File: config.mk
export PLATFORM = sky130hd
export DESIGN_NAME = duty_wake_ctrl
export DESIGN_NICKNAME = d
export VERILOG_FILES = /design/src/rtl/wake_pkg.sv /design/src/rtl/wake_timer.sv /design/src/rtl/done_tracker.sv /design/src/rtl/power_decode.sv /design/src/rtl/duty_wake_ctrl.sv
export SDC_FILE = /design/constraint.sdc
export NUM_CORES = 1
export LEC_CHECK = 0
export BUFFER_PORTS_ARGS = -buffer_cell sky130_fd_sc_hd__clkbuf_2
export CORE_AREA = 10 10 47 49
export CTS_CLUSTER_SIZE = 16
export DETAILED_ROUTE_END_ITERATION = 12
export DIE_AREA = 0 0 57 59
export SLEW_MARGIN = 40
export SYNTH_ARGS = -nofsm -noshare
export SYNTH_HDL_FRONTEND = slang
export SYNTH_HIERARCHICAL = 1
export SYNTH_SLANG_ARGS = --single-unit
export TNS_END_PERCENT = 100
File: constraint.sdc
create_clock -name clk -period 2.5 [get_ports clk]
set_input_delay 0.125 -clock clk [delete_from_list [all_inputs] [get_ports clk]]
set_output_delay 0.125 -clock clk [all_outputs]
set_load 0.01 [all_outputs]
File: src/rtl/wake_pkg.sv
package wake_pkg;

  // Power and sequencing controls presented by the controller.
  typedef struct packed {
    logic fast_clk_en;
    logic bias_en;
    logic analog_en;
    logic seq_run;
    logic out_hold;
  } pwr_ctl_t;

endpackage

File: src/rtl/wake_timer.sv
// Wake-window timer: opens on a tick while asleep, closes after HALVES cycles.
module wake_timer #(
  parameter int HALVES = 19,
  parameter int CW     = 5
) (
  input  logic          clk,
  input  logic          rst_n,
  input  logic          tick,
  output logic          awake,
  output logic [CW-1:0] cnt,
  output logic          start,
  output logic          last
);

  localparam logic [CW-1:0] LastIdx = CW'(HALVES - 1);

  assign start = tick && !awake;
  assign last  = awake && (cnt == LastIdx);

  always_ff @(posedge clk) begin
    if (!rst_n) begin
      awake <= 1'b0;
      cnt   <= '0;
    end else if (start) begin
      awake <= 1'b1;
      cnt   <= '0;
    end else if (awake) begin
      if (last) begin
        awake <= 1'b0;
        cnt   <= '0;
      end else begin
        cnt <= cnt + 1'b1;
      end
    end
  end

endmodule

File: src/rtl/done_tracker.sv
// Remembers that the sequencer finished inside the current window.
module done_tracker (
  input  logic clk,
  input  logic rst_n,
  input  logic start,
  input  logic awake,
  input  logic meas_done,
  output logic done_seen
);

  always_ff @(posedge clk) begin
    if (!rst_n)                done_seen <= 1'b0;
    else if (start)            done_seen <= 1'b0;
    else if (awake && meas_done) done_seen <= 1'b1;
  end

endmodule

File: src/rtl/power_decode.sv
// Maps window state onto the power and sequencing controls.
module power_decode #(
  parameter int LEAD = 2,
  parameter int CW   = 5
) (
  input  logic              awake,
  input  logic [CW-1:0]     cnt,
  input  logic              last,
  input  logic              done_seen,
  output wake_pkg::pwr_ctl_t ctl
);

  localparam logic [CW-1:0] LeadIdx = CW'(LEAD);

  always_comb begin
    ctl.fast_clk_en = awake;
    ctl.bias_en     = awake;
    ctl.analog_en   = awake;
    ctl.seq_run     = awake && (cnt >= LeadIdx) && !done_seen;
    ctl.out_hold    = !(last && done_seen);
  end

endmodule

File: src/rtl/duty_wake_ctrl.sv
module duty_wake_ctrl #(
  parameter int WAKE_HALVES = 19,
  parameter int BIAS_LEAD   = 2
) (
  input  logic clk,
  input  logic rst_n,
  input  logic slow_tick,
  input  logic meas_done,
  output logic fast_clk_en,
  output logic bias_en,
  output logic analog_en,
  output logic seq_run,
  output logic out_hold
);

  localparam int CW = $clog2(WAKE_HALVES + 1);

  logic          awake, start, last, done_seen;
  logic [CW-1:0] cnt;
  wake_pkg::pwr_ctl_t ctl;

  wake_timer #(.HALVES(WAKE_HALVES), .CW(CW)) u_timer (
    .clk(clk), .rst_n(rst_n), .tick(slow_tick),
    .awake(awake), .cnt(cnt), .start(start), .last(last)
  );

  done_tracker u_done (
    .clk(clk), .rst_n(rst_n), .start(start), .awake(awake),
    .meas_done(meas_done), .done_seen(done_seen)
  );

  power_decode #(.LEAD(BIAS_LEAD), .CW(CW)) u_dec (
    .awake(awake), .cnt(cnt), .last(last), .done_seen(done_seen), .ctl(ctl)
  );

  assign fast_clk_en = ctl.fast_clk_en;
  assign bias_en     = ctl.bias_en;
  assign analog_en   = ctl.analog_en;
  assign seq_run     = ctl.seq_run;
  assign out_hold    = ctl.out_hold;

endmodule

; ---- Yosys cells after proc, flatten, opt, wreduce, memory -nomap -nowiden
; Index checks and enable logic that the tools add are counted.
[totals]
output_inout_bits = 5
ff_bits = 7
wordCells = 21
in_bits = 4
[classes]
bitwise_logic = 1
magnitude_cmp = 1
n_addsub = 1
eq_ne = 1
n_mux = 4
reduce_logical = 10
[ops]
columns = op, n
row1 = $logic_and A1 B1 Y1, 6
row2 = $add A5 B1 Y5 const B, 1
row3 = $eq A5 B5 Y1 const B, 1
row4 = $ge A5 B2 Y1 const B, 1
row5 = $mux W5, 1
row6 = $logic_not A1 Y1, 3
row7 = $mux W1, 3
row8 = $reduce_or A2 Y1, 1
row9 = $not A1 Y1, 1

; ---- Logic depth before layout (Yosys ltp)
[logic_depth]
depth_word = 5
mapped_depth = 5
depth_no_buf = 5

; ---- Modules after synthesis
; Netlist, hierarchy kept.
[modules_own_cells]
columns = mod, n_inst, cells_per_inst, area_each_um2, seq_area_each_um2
row1 = wake_timer, 1, 34, 320.3, 120.1
row2 = power_decode, 1, 6, 40.0, 0.0
row3 = done_tracker, 1, 3, 37.5, 20.0

; ---- Least setup slack after synthesis
; OpenSTA, ideal clock, no wires.
[synth_timing]
path_type = flip-flop to flip-flop
startpoint = register u_timer.cnt[1]
endpoint = register u_timer.cnt[2]
setup_ns = 0.118
required_time_ns = 2.382
path_slack_ns = 1.464
stages_incl_launch_ff = 5
arrival_ns = 0.918
cell_sequence = dfxtp_1 > ha_1 > nand4bb_4 > o21ai_1 > nor2_1
[synth_via]
elab_chain_len = 3
word_cells_on_any_way = 4
classes_between = add/sub: 1 / eq/ne: 1 / mux: 1 / reduce/logical: 1
[synth_rtl]
columns = item, line_no
row1 = start: declaration, wake_timer.sv:10  ; output logic [CW-1:0] cnt,
row2 = start signal: assignment, wake_timer.sv:32  ; cnt <= cnt + 1'b1;
row3 = branches (longest 2 deep; another with $add A5 B1 Y5), --
row4 = $mux W5 (*), wake_timer.sv:28  ; if (last) begin
; Mark *: on every way between the ends.
; A chain may end at the register's enable or synchronous reset.

; ---- Worst setup path after layout
[layout_timing]
startpoint = register u_timer.cnt[1]
endpoint = output port out_hold
[layout_via]
elab_chain_len = 4
[layout_rtl]
columns = item, line_no
row1 = $eq A5 B5 Y1, wake_timer.sv:18  ; assign last = awake && (cnt == LastIdx);
row2 = $logic_and A1 B1 Y1, wake_timer.sv:18
row3 = via last, duty_wake_ctrl.sv:18  ; logic awake, start, last, done_seen;
row4 = $logic_and A1 B1 Y1, power_decode.sv:20  ; ctl.out_hold = !(last && done_seen);
row5 = $logic_not A1 Y1, power_decode.sv:20
row6 = end: declaration, duty_wake_ctrl.sv:13  ; output logic out_hold
; The timed path passes the listed nets, and every way through them passes these cells.

==> impl_metrics.ini <==
[logic_synthesis]
synth_area_per_cell_um2 = 9.25
syn_nets = 49
synth_top_area_cell = dfxtp_1
synth_enable_flop_cells = 0
ys_warn_count = 6
async_flop_share_pct = 0
syn_inst = 43
synth_most_common_cell = dfxtp_1
synth.cell_area_um2 = 398
ys_seq_elements = 7
yosys-top-cells-count = dfxtp_1, a21oi_1, buf_4, nand2_1, xor2_1
synth_flop_cell = dfxtp_1
synth_top_area_share_pct = 35.2
synth_seq_area_share_pct = 35.2
synth.area.top_cells = dfxtp_1, nand4bb_4, xor2_1
ys_types = 20

[global_route]
track_usage_pct = 5.03
grt_pass1_wl_um = 1330
use_met1_pct = 4.56
gr-usage-met2_pct = 7.91
grt_pass1_vias = 324
grt_busiest_layer = met2
grtUsageMet3_pct = 4.51
grt_antenna_before_repair = 0
gr-total-overflow = 0
grt_max_degree = 15

[flow_run]
drv_cap = 0

[layout]
drive_gt1_share_pct = 29.4
final_nets = 58
area_growth_pct = 13.2
n_antenna_cell = 0

[critical_path]
cp.depth = 5
cp_num_buf_inv = 1
endpoint_kind = output pin
worstReg2RegStart = u_timer/awake
crit_chain = ha_1 -> nand4bb_4 -> nor2_4 -> nand2_1 -> clkbuf_2
reg2reg_depth = 3
worstPathArrival_ps = 1320
critPathLaunchType = flip-flop
crit_type = reg2out
cp-startpoint = u_timer/cnt[1]
cpPeakStageDelay_ps = 390
rr_endpoint = u_timer/cnt[3]
slowest_stage = dfxtp_1
r2r_setup_slack_ps = 1350
crit_end = out_hold
cp_top_family = flip-flops
path_max_fanout = 5
critPathRequiredTime_ps = 2380

[outcome]
status = finished clean

[die]
die_area_mm2 = 0.00336
fp.dieH_um = 59
start_util_pct = 28.4
rows = 14
pin_count = 9
die_w_um = 57
core_mm2 = 0.00140

[detailed_routing]
vias = 309
drt_iter0_markers = 10
vias_per_cell = 4.61
wire_per_inst_um = 11.2
drc = 0
ant_nets = 0
drtPass1Iterations = 4
drt_wl_total_um = 753

[power]
cellLeakagePower_nw = 0.177
ir_worst_vdd_mv = 0.252
p_per_area_mw_per_mm2 = 542

[timing]
finalHoldViolCount = 0
finalClockSkew_ps = 1.65
rsz0062_at_grt = no
fin_crit_ps = 1450
relSlewSlack_pct = 71.0
timing.final.ws_setup_ps = 1050
worstMarginPinSlew_ps = 434
period_share_pct = 57.8
tns_ps = 0
maxSlewViolCount = 0
max_freq_ghz = 0.691
setup-violations-final = 0
hold_ws_ps = 159

[cts]
cts_tree = yes
cts-resized-gates = 0
cts_max_level = 1
cts_setup_buffers = 0
clockBufferDepth = 2
clock_latency_ps = 250
clk_pin_slew_ps = 50
cts_buffers = 3
clock-sinks = 7
cts_root_buffer = clkbuf_4
cts_hold_buf = 0

[worst_hold_path]
hp-class = in2reg

[placed_design]
port_buffers = 8
dp_slack_ps = 1310
place_congestion = 0.729
## state kept, by name, indices dropped and copies added (netlist names)
name	flops
u_timer/cnt	5
u_timer/awake	1
u_done/done_seen	1
## cell families (layout without fill, tap and decap cells)
logic type               Yosys count  in the layout  synth area share (%)
flip-flops                         7              7                  35.2
AO/OA/AOI/OAI                      7              7                  8.80
adder cells (fa/ha/maj)            2              2                  6.29
buffers and inverters              7             15                  11.3
XOR/XNOR                           3              3                  6.60
AND/OR/NAND/NOR                   17             17                  31.8
## cell usage in the layout, fill, tap and decap left out
| cell | instances |
|---|---|
| a21oi_1 | 5 |
| clkbuf_1 | 1 |
| clkbuf_2 | 8 |
| clkbuf_4 | 3 |
| dfxtp_1 | 7 |
| ha_1 | 2 |
| inv_1 | 2 |
| inv_2 | 1 |
| nand2_1 | 3 |
| nand3_1 | 1 |
| nand3b_1 | 1 |
| nand4_1 | 2 |
| nand4bb_4 | 1 |
| nor2_1 | 2 |
| nor2_4 | 1 |
| nor3_1 | 2 |
| nor3b_1 | 2 |
| nor3b_2 | 1 |
| nor4_1 | 1 |
| o21ai_1 | 2 |
| xor2_1 | 3 |
## worst min path at each step
stage,end,cells past startpoint,start,slack (ps)
6_report,u_done/done_seen,2,rst_n,160
2_1_floorplan,u_done/done_seen,1,rst_n,280
3_5_place_dp,u_done/done_seen,2,rst_n,420
3_3_place_gp,u_done/done_seen,2,rst_n,400
4_1_cts,u_done/done_seen,2,rst_n,160
5_1_grt,u_done/done_seen,2,rst_n,180
## metal layers
metal  up-vias  part of all wire [%]
met1       139                    41
met5         -                     0
li1        161                     -
met2         9                    45
met4         0                     0
met3         0                    13
## stage by stage
step	utilization, %	instances	power, mW	area [µm²]
after global placement	30.3	63	0.145	424
after CTS	32.1	67	0.251	450
final	32.1	67	0.244	450
after floorplan	-	43	0.142	398
after global routing	32.1	67	0.262	450
after detailed placement	30.3	63	0.145	424
## cell type report
cell class,instances,area (µm²)
Multi-Input combinational cell,29,213
Inverter,3,11.3
Fill cell,164,951
Tap cell,16,20.0
Sequential cell,7,140
Timing Repair Buffer,8,40.0
Clock buffer,4,26.3
## report_power, final
group	internal, mW	switching (mW)
Sequential	0.115	0.00585
Combinational	0.00906	0.0124
Clock	0.0609	0.0411
Total	0.185	0.0593
No activity file was read; power rests on OpenSTA's default activity.
